--- config.mk ---
export PLATFORM = sky130hd
export DESIGN_NAME = hall_commutator
export DESIGN_NICKNAME = d
export VERILOG_FILES = /design/src/rtl/hc_pkg.sv /design/src/rtl/hc_hall_sync.sv /design/src/rtl/hc_blanking.sv /design/src/rtl/hc_gate_stage.sv /design/src/rtl/hall_commutator.sv
export SDC_FILE = /design/constraint.sdc
export NUM_CORES = 1
export LEC_CHECK = 0
export ABC_AREA = 0
export BUFFER_PORTS_ARGS = -buffer_cell sky130_fd_sc_hd__buf_2
export CORE_MARGIN = 2
export CORE_UTILIZATION = 50
export CTS_CLUSTER_DIAMETER = 150
export DETAILED_ROUTE_END_ITERATION = 12
export PLACE_DENSITY = 0.76
export SYNTH_ARGS = -nofsm -noshare
export SYNTH_HDL_FRONTEND = slang
export SYNTH_SLANG_ARGS = --single-unit
--- constraint.sdc ---
create_clock -name clk -period 1.9 [get_ports clk]
set_input_delay 0.38 -clock clk [delete_from_list [all_inputs] [get_ports clk]]
set_output_delay 0.38 -clock clk [all_outputs]
set_load 0.1 [all_outputs]
--- src/rtl/hc_pkg.sv ---
package hc_pkg;

    localparam int PHASES = 3;

    typedef enum logic [1:0] {
        PROT_NONE  = 2'b00,
        PROT_UPPER = 2'b01,
        PROT_ALL_A = 2'b10,
        PROT_ALL_B = 2'b11
    } prot_e;

    typedef struct packed {
        logic              valid;
        logic [PHASES-1:0] hi;
        logic [PHASES-1:0] lo;
    } drive_t;

    localparam logic [PHASES-1:0] PH_U = 3'b001;
    localparam logic [PHASES-1:0] PH_V = 3'b010;
    localparam logic [PHASES-1:0] PH_W = 3'b100;

    function automatic drive_t pair(logic [PHASES-1:0] up, logic [PHASES-1:0] dn);
        drive_t d;
        d.valid = 1'b1;
        d.hi    = up;
        d.lo    = dn;
        return d;
    endfunction

    // Map a Hall word to one upper and one lower phase; rev mirrors the code.
    function automatic drive_t hall_decode(logic [2:0] code, logic rev);
        logic [2:0] c;
        drive_t     d;
        c = rev ? ~code : code;
        d = '0;
        unique case (c)
            3'b101:  d = pair(PH_V, PH_U);
            3'b100:  d = pair(PH_W, PH_U);
            3'b110:  d = pair(PH_W, PH_V);
            3'b010:  d = pair(PH_U, PH_V);
            3'b011:  d = pair(PH_U, PH_W);
            3'b001:  d = pair(PH_V, PH_W);
            default: d = '0;
        endcase
        return d;
    endfunction

endpackage

--- src/rtl/hc_hall_sync.sv ---
module hc_hall_sync #(
    parameter int WIDTH       = 3,
    parameter int SYNC_STAGES = 2
) (
    input  logic             clk,
    input  logic             rst,
    input  logic [WIDTH-1:0] raw,
    output logic [WIDTH-1:0] synced,
    output logic             parity
);
    logic [WIDTH-1:0] stage [SYNC_STAGES];

    always_ff @(posedge clk) begin
        if (rst) stage[0] <= '0;
        else     stage[0] <= raw;
    end

    generate
        for (genvar i = 1; i < SYNC_STAGES; i++) begin : g_stage
            always_ff @(posedge clk) begin
                if (rst) stage[i] <= '0;
                else     stage[i] <= stage[i-1];
            end
        end
    endgenerate

    assign synced = stage[SYNC_STAGES-1];

    always_ff @(posedge clk) begin
        if (rst) parity <= 1'b0;
        else     parity <= ^synced;
    end
endmodule

--- src/rtl/hc_blanking.sv ---
module hc_blanking #(
    parameter int DEAD_CYC = 16
) (
    input  logic clk,
    input  logic rst,
    input  logic dir_sel,
    input  logic brake_n,
    output logic blank
);
    localparam int CW = $clog2(DEAD_CYC + 1) + 1;

    logic          dir_prev;
    logic          brk_prev;
    logic [CW-1:0] cnt;
    logic          change;

    assign change = (dir_sel != dir_prev) || (brake_n != brk_prev);
    assign blank  = change || (cnt != '0);

    always_ff @(posedge clk) begin
        if (rst) begin
            dir_prev <= 1'b0;
            brk_prev <= 1'b1;
            cnt      <= '0;
        end else begin
            dir_prev <= dir_sel;
            brk_prev <= brake_n;
            if (change)          cnt <= CW'(DEAD_CYC);
            else if (cnt != '0)  cnt <= cnt - 1'b1;
        end
    end
endmodule

--- src/rtl/hc_gate_stage.sv ---
module hc_gate_stage
    import hc_pkg::*;
(
    input  logic                clk,
    input  logic                rst,
    input  drive_t              drv,
    input  logic                blank,
    input  logic                brake_n,
    input  logic                stop_req,
    input  logic                chop_on,
    input  prot_e               prot,
    output logic [PHASES-1:0]   gate_hi,
    output logic [PHASES-1:0]   gate_lo,
    output logic [2*PHASES-1:0] gate_hiz
);
    logic [PHASES-1:0]   nxt_hi;
    logic [PHASES-1:0]   nxt_lo;
    logic [2*PHASES-1:0] nxt_hiz;
    logic                kill_all;
    logic                kill_up;

    assign kill_all = (prot == PROT_ALL_A) || (prot == PROT_ALL_B);
    assign kill_up  = (prot == PROT_UPPER);

    always_comb begin
        nxt_hi  = '0;
        nxt_lo  = '0;
        nxt_hiz = {(2*PHASES){stop_req}};
        if (!stop_req && !kill_all && !blank) begin
            if (!brake_n) begin
                nxt_hi = '1;
            end else if (drv.valid) begin
                nxt_hi = drv.hi & {PHASES{chop_on}};
                nxt_lo = drv.lo;
            end
            if (kill_up) nxt_hi = '0;
        end
    end

    always_ff @(posedge clk) begin
        if (rst) begin
            gate_hi  <= '0;
            gate_lo  <= '0;
            gate_hiz <= '1;
        end else begin
            gate_hi  <= nxt_hi;
            gate_lo  <= nxt_lo;
            gate_hiz <= nxt_hiz;
        end
    end
endmodule

--- src/rtl/hall_commutator.sv ---
module hall_commutator
    import hc_pkg::*;
#(
    parameter int DEAD_CYC    = 16,
    parameter int SYNC_STAGES = 2
) (
    input  logic       clk,
    input  logic       rst,
    input  logic [2:0] hall_in,
    input  logic       dir_sel,
    input  logic       brake_n,
    input  logic       stop_req,
    input  logic       pwm_in_n,
    input  logic       pwm_strobe,
    input  logic [1:0] prot_req,
    output logic [2:0] gate_hi,
    output logic [2:0] gate_lo,
    output logic [5:0] gate_hiz,
    output logic       hall_sum
);
    logic [2:0] hall_s;
    logic       blank;
    drive_t     drv;
    logic       chop_on;

    hc_hall_sync #(.WIDTH(3), .SYNC_STAGES(SYNC_STAGES)) u_sync (
        .clk    (clk),
        .rst    (rst),
        .raw    (hall_in),
        .synced (hall_s),
        .parity (hall_sum)
    );

    hc_blanking #(.DEAD_CYC(DEAD_CYC)) u_blank (
        .clk     (clk),
        .rst     (rst),
        .dir_sel (dir_sel),
        .brake_n (brake_n),
        .blank   (blank)
    );

    assign drv     = hall_decode(hall_s, dir_sel);
    assign chop_on = pwm_strobe & ~pwm_in_n;

    hc_gate_stage u_stage (
        .clk      (clk),
        .rst      (rst),
        .drv      (drv),
        .blank    (blank),
        .brake_n  (brake_n),
        .stop_req (stop_req),
        .chop_on  (chop_on),
        .prot     (prot_e'(prot_req)),
        .gate_hi  (gate_hi),
        .gate_lo  (gate_lo),
        .gate_hiz (gate_hiz)
    );
endmodule

# [Word-level counts from Yosys, hierarchy flattened]
# Memories as Yosys holds them, arrays and structs flattened.
# Index checks and enable logic that the tools add are counted.
[totals] word_cells=55 out_inout_bits=13 ff_bits=16 memories=1 mem_bits_rw=6
[classes] bitwise=9 n_eq_ne=11 muxes=11 reduce_logical=14 n_addsub=1
[memory_table] name="u_sync.stage" words=2 width=3 read_ports=2 rd_ports_with_merged_regs=0 wr=2 line_no="hc_hall_sync.sv:11" source="logic [WIDTH-1:0] stage [SYNC_STAGES];"
[op_table] op="$pmux 7 s6" count=1
[op_table] op="$mux 3" count=5
[op_table] op="$mux 5" count=2
[op_table] op="$eq 3x3->1 const B" count=3
[op_table] op="$eq 3x2->1 const B" count=2
[op_table] op="$reduce_bool 6->1" count=1
[op_table] op="$sub 6x1->6 const B" count=1
[op_table] op="$eq 2x2->1 const B" count=2
[op_table] op="$not 1->1" count=4
[op_table] op="$reduce_or 4->1" count=1
[op_table] op="$and 3x3->3" count=1
[op_table] op="$eq 3x1->1 const B" count=1
[op_table] op="$logic_not 1->1" count=3
[op_table] op="$logic_or 1x1->1" count=3
[op_table] op="$mux 1" count=3
[op_table] op="$not 3->3" count=1
[op_table] op="$reduce_or 3->1" count=1
[op_table] op="$reduce_xor 3->1" count=1
[op_table] op="$eq 2x1->1 const B" count=1
[op_table] op="$logic_and 1x1->1" count=2
[op_table] op="$ne 1x1->1" count=2
[op_table] op="$or 1x1->1" count=2
[op_table] op="$reduce_bool 2->1" count=1
[op_table] op="$reduce_or 2->1" count=1
[op_table] op="$and 1x1->1" count=1

# [Logic depth before layout (Yosys ltp)]
# An unclocked memory read counts as a cell.
[logic_depth] ltp_word=8 mapped_depth=5 depth_no_buf=5

# [Hierarchy]
# A second synthesis with hierarchy kept.
[hier_totals] hier_cells=101 area_unflattened_um2=959.7
[by_module_without_submodules] module="hc_blanking" area_each_um2=364.1 cells_per_inst=41 instances=1
[by_module_without_submodules] module="hc_gate_stage" area_each_um2=264.0 cells_per_inst=28 instances=1
[by_module_without_submodules] module="hc_hall_sync" area_each_um2=203.9 cells_per_inst=15 instances=1
[by_module_without_submodules] module="hall_commutator" area_each_um2=127.6 cells_per_inst=17 instances=1

# [Worst setup path after synthesis]
# No wires, ideal clock.
[synth_path] path_kind="register to output" startpoint="register u_stage.gate_hiz[0] (netlist name)" endpoint="output port gate_hiz[1]" t_arrival_ns=1.428 required_time_ns=1.520 stages_incl_launch_ff=2 n_path_buf=1 path_slack_ns=0.092 cell_sequence="dfxtp_1 > buf_4"
[synth_rtl] item="end, declared" line_no="hall_commutator.sv:18" source="output logic [5:0] gate_hiz,"
# No word-level cell between the ends.

# [Worst setup path after layout]
[layout_path] startpoint="register u_blank.cnt[0]" endpoint="register u_blank.cnt[5]"
[layout_via] elab_chain_len=1
[layout_lines] item="start, declared" line_no="hc_blanking.sv:14" source="logic [CW-1:0] cnt;"
[layout_lines] item="start signal, assigned" line_no="hc_blanking.sv:28" source="if (change) cnt <= CW'(DEAD_CYC);"
[layout_lines] item="start signal, assigned" line_no="hc_blanking.sv:29" source="else if (cnt != '0) cnt <= cnt - 1'b1;"
[layout_lines] item="$sub 6x1->6 / $reduce_bool 6->1 (equally long branches)" line_no="hc_blanking.sv:29"
# Parallel ways exist; a longest one is shown, timed or not.
# A chain may end at the register's enable or synchronous reset.

==> results.py <==
metrics = {
    "detailed_routing": {
        "drt-total-wl_um": 1610,
        "dr.first_iter.drc_count": 11,
        "route.detailed.drc": 0,
        "viasPerCell": 5.27,
        "num_vias": 774,
        "detail-route-antenna-nets": 0,
        "wl_per_cell_um": 11.0,
        "dr.pass1.iters": 4,
    },
    "finish": {
        "multi_input_area_um2": 460,
        "drive_above_1_share_pct": 26.2,
        "fillers": 146,
        "nets": 136,
        "seq_area_um2": 440,
        "diodes": 0,
        "final_area_mm2": 0.00111,
        "syn_to_final_growth_pct": 14.9,
    },
    "critical_path": {
        "end_kind": "register",
        "critical_path_class": "reg2reg",
        "timing.rr.start": "u_blank.cnt[0]",
        "arrival_ns": 1.86,
        "cp-start-kind": "register",
        "cp_max_fo": 4,
        "r2r_setup_slack_ns": 0.28,
        "cp.required_ns": 2.14,
        "startpoint": "u_blank.cnt[0]",
        "timing.rr.end": "u_blank.cnt[5]",
        "r2r_cells": 5,
    },
    "timing": {
        "max_freq_mhz": 619,
        "rsz0062_at_grt": "false",
        "worstMarginPinSlew_ns": 0.487,
        "setup-tns-final_ns": 0,
        "hold_viol": 0,
        "relSlewSlack_pct": 67.7,
        "post-route-min-period_ns": 1.62,
        "period_share_pct": 85.0,
        "fin_worst_skew_ns": 0.00823,
        "setup_viol": 0,
        "slew_violations": 0,
    },
    "hold_path": {
        "min_from": "stop_req",
        "hold_path_class": "in2reg",
        "hold_depth": 2,
        "holdPathEnd": "u_stage.gate_hiz[0]",
    },
    "yosys": {
        "yosysWarnings": 0,
        "synth_top_area_share_pct": 45.5,
        "netlist_area_um2": 968,
        "synth-edff-count": 0,
        "ys_ff_latch": 22,
        "async_reset_ff_share_pct": 0,
        "yosys.area.top_type": "dfxtp_1",
        "synth_ff_type": "dfxtp_1",
        "netlist-cell-type-count": 28,
        "ys_seq_area_share_pct": 45.5,
        "ys_top_cells_by_count": "dfxtp_1 (22), nor2b_1 (11), nor3_1 (8)",
        "synthesis.nets": 117,
        "synthCells": 104,
        "synthMostInstantiatedCell": "dfxtp_1",
        "synth_area_leaders": "dfxtp_1 (45%), nor2b_1 (7.1%), and3b_1 (4.5%), xnor2_1 (4.5%), nor3_1 (4.1%)",
        "avgSynthCellArea_um2": 9.31,
    },
    "clock_network": {
        "cts-root-buf": "clkbuf_4",
        "post_cts_buffers": 0,
        "htree_levels": 1,
        "cts_resized": 0,
        "cts_sinks": 22,
        "hold_buffers": 0,
        "cts_tree": "yes",
        "clkLatencyLatePin_ns": 0.30,
        "clk_pin_slew_ns": 0.12,
        "cts_made_buffers": 3,
        "cts_buffer_depth": 2,
    },
    "placement": {
        "dpl_cell_area_mm2": 0.00106,
        "place_congestion": 0.884,
        "dp_hpwl_um": 1230,
        "io_buffer_count": 24,
    },
    "pwr": {
        "finalPower_mw": 1.05,
        "peakVddDrop_uv": 556,
        "powerDensity_mw_per_mm2": 942,
        "power.leakage_nw": 0.466,
    },
    "grt": {
        "gr-total-overflow": 0,
        "grt_max_degree": 15,
        "grt_pass1_vias": 656,
        "grt_pass1_wl_um": 2700,
        "antenna_found_initial": 0,
        "grt_util_all_layers_pct": 16.8,
    },
    "floorplanning": {
        "die_w_um": 48.0,
        "start_util_pct": 54.3,
        "core_mm2": 0.00178,
        "rows": 15,
        "dieArea_mm2": 0.00230,
        "boundaryPins": 25,
        "die_h_um": 48.0,
    },
    "run_status": {
        "status": "completed",
    },
    "job": {
        "maxCapViolations": 0,
    },
}
## worst max-delay path by stage
stage	to	cells after the start	slack, ns
3_5_place_dp	u_stage.gate_hi[1]	4	0.27
6_report	u_blank.cnt[5]	5	0.28
3_3_place_gp	u_stage.gate_hi[1]	4	0.37
2_1_floorplan	gate_hiz[1]	1	0.09
4_1_cts	u_blank.cnt[5]	5	0.29
5_1_grt	u_stage.gate_hi[0]	5	0.20
## final cells by class
| class | count | share of cell area [%] |
|---|---|---|
| repair buffers | 24 | 10.8 |
| well taps | 25 | 2.81 |
| multi-input cells | 70 | 41.4 |
| flip-flops and latches | 22 | 39.6 |
| clock inverters | 1 | 2.70 |
| clock buffers | 3 | 2.02 |
| inverters | 2 | 0.675 |
## cells by family (layout without fill, tap and decap cells)
group                    count (synthesis)  after routing  synth area share (%)
multiplexers                             1              1                  1.03
AND/OR/NAND/NOR                         48             48                  31.0
XOR/XNOR                                 6              6                  5.43
AO/OA/AOI/OAI                           14             14                  8.79
adder cells (fa/ha/maj)                  1              1                  1.29
buffers and inverters                   12             30                  6.98
flip-flops                              22             22                  45.5
## critical path: stages (launching register included)
cell and delay [ns]:
dfxtp_1 0.39, inv_1 0.08, ha_1 0.25, nor3b_1 0.18, or4_1 0.51, a21oi_1 0.14
## flip-flops by register name, indices dropped and copies added, names as in the netlist
register and flops:
u_sync.parity 1, u_blank.cnt 6, u_blank.dir_prev 1, u_stage.gate_hi 3, u_stage.gate_hiz 1, u_blank.brk_prev 1, u_stage.gate_lo 3, u_sync.stage 6
## through the flow
| step | worst slack, ns | hold WS, ns | utilization (%) | instances |
|---|---|---|---|---|
| floorplan | 0.0919 | 0.414 | - | 104 |
| global placement | 0.374 | 0.422 | 59.4 | 143 |
| detailed placement | 0.273 | 0.428 | 59.4 | 143 |
| CTS | 0.294 | 0.256 | 62.4 | 147 |
| global route | 0.201 | 0.249 | 62.4 | 147 |
| finish | 0.284 | 0.268 | 62.4 | 147 |
## metal layers
layer / vias up / GRT usage, % / wire (µm)
li1: 397 / - / -
met1: 356 / 21.6 / 759
met2: 19 / 25.6 / 758
met3: 2 / 3.77 / 81
met4: 0 / 9.73 / 12
met5: - / 0 / 0
## cells in the final DEF (no fill, tap or decap)
cell / Yosys / routed
or3_4: 1 / 1
buf_2: 3 / 24
xnor2_1: 5 / 5
nor3_1: 8 / 8
dfxtp_1: 22 / 22
xor2_1: 1 / 1
nand3b_1: 1 / 1
a211oi_1: 1 / 1
and3b_1: 5 / 5
nor4_1: 3 / 3
ha_1: 1 / 1
bufinv_16: 0 / 1
or2_2: 3 / 3
nor2_1: 4 / 4
or4_1: 1 / 1
a31oi_1: 1 / 1
nand2_1: 1 / 1
nand2b_1: 1 / 1
inv_1: 2 / 2
a21oi_1: 5 / 5
clkbuf_4: 0 / 3
nor3b_1: 5 / 5
o21ai_0: 4 / 4
nand3_1: 3 / 3
a2111oi_0: 3 / 3
nor2b_1: 11 / 11
or3_1: 1 / 1
mux2i_1: 1 / 1
## power breakdown
part | switching (mW) | total [mW] | internal, mW
registers | 0.0181 | 0.499 | 0.481
logic | 0.131 | 0.198 | 0.0669
clock network | 0.138 | 0.351 | 0.213
total | 0.287 | 1.05 | 0.761
Note: power is estimated with default switching activity, not from simulation.
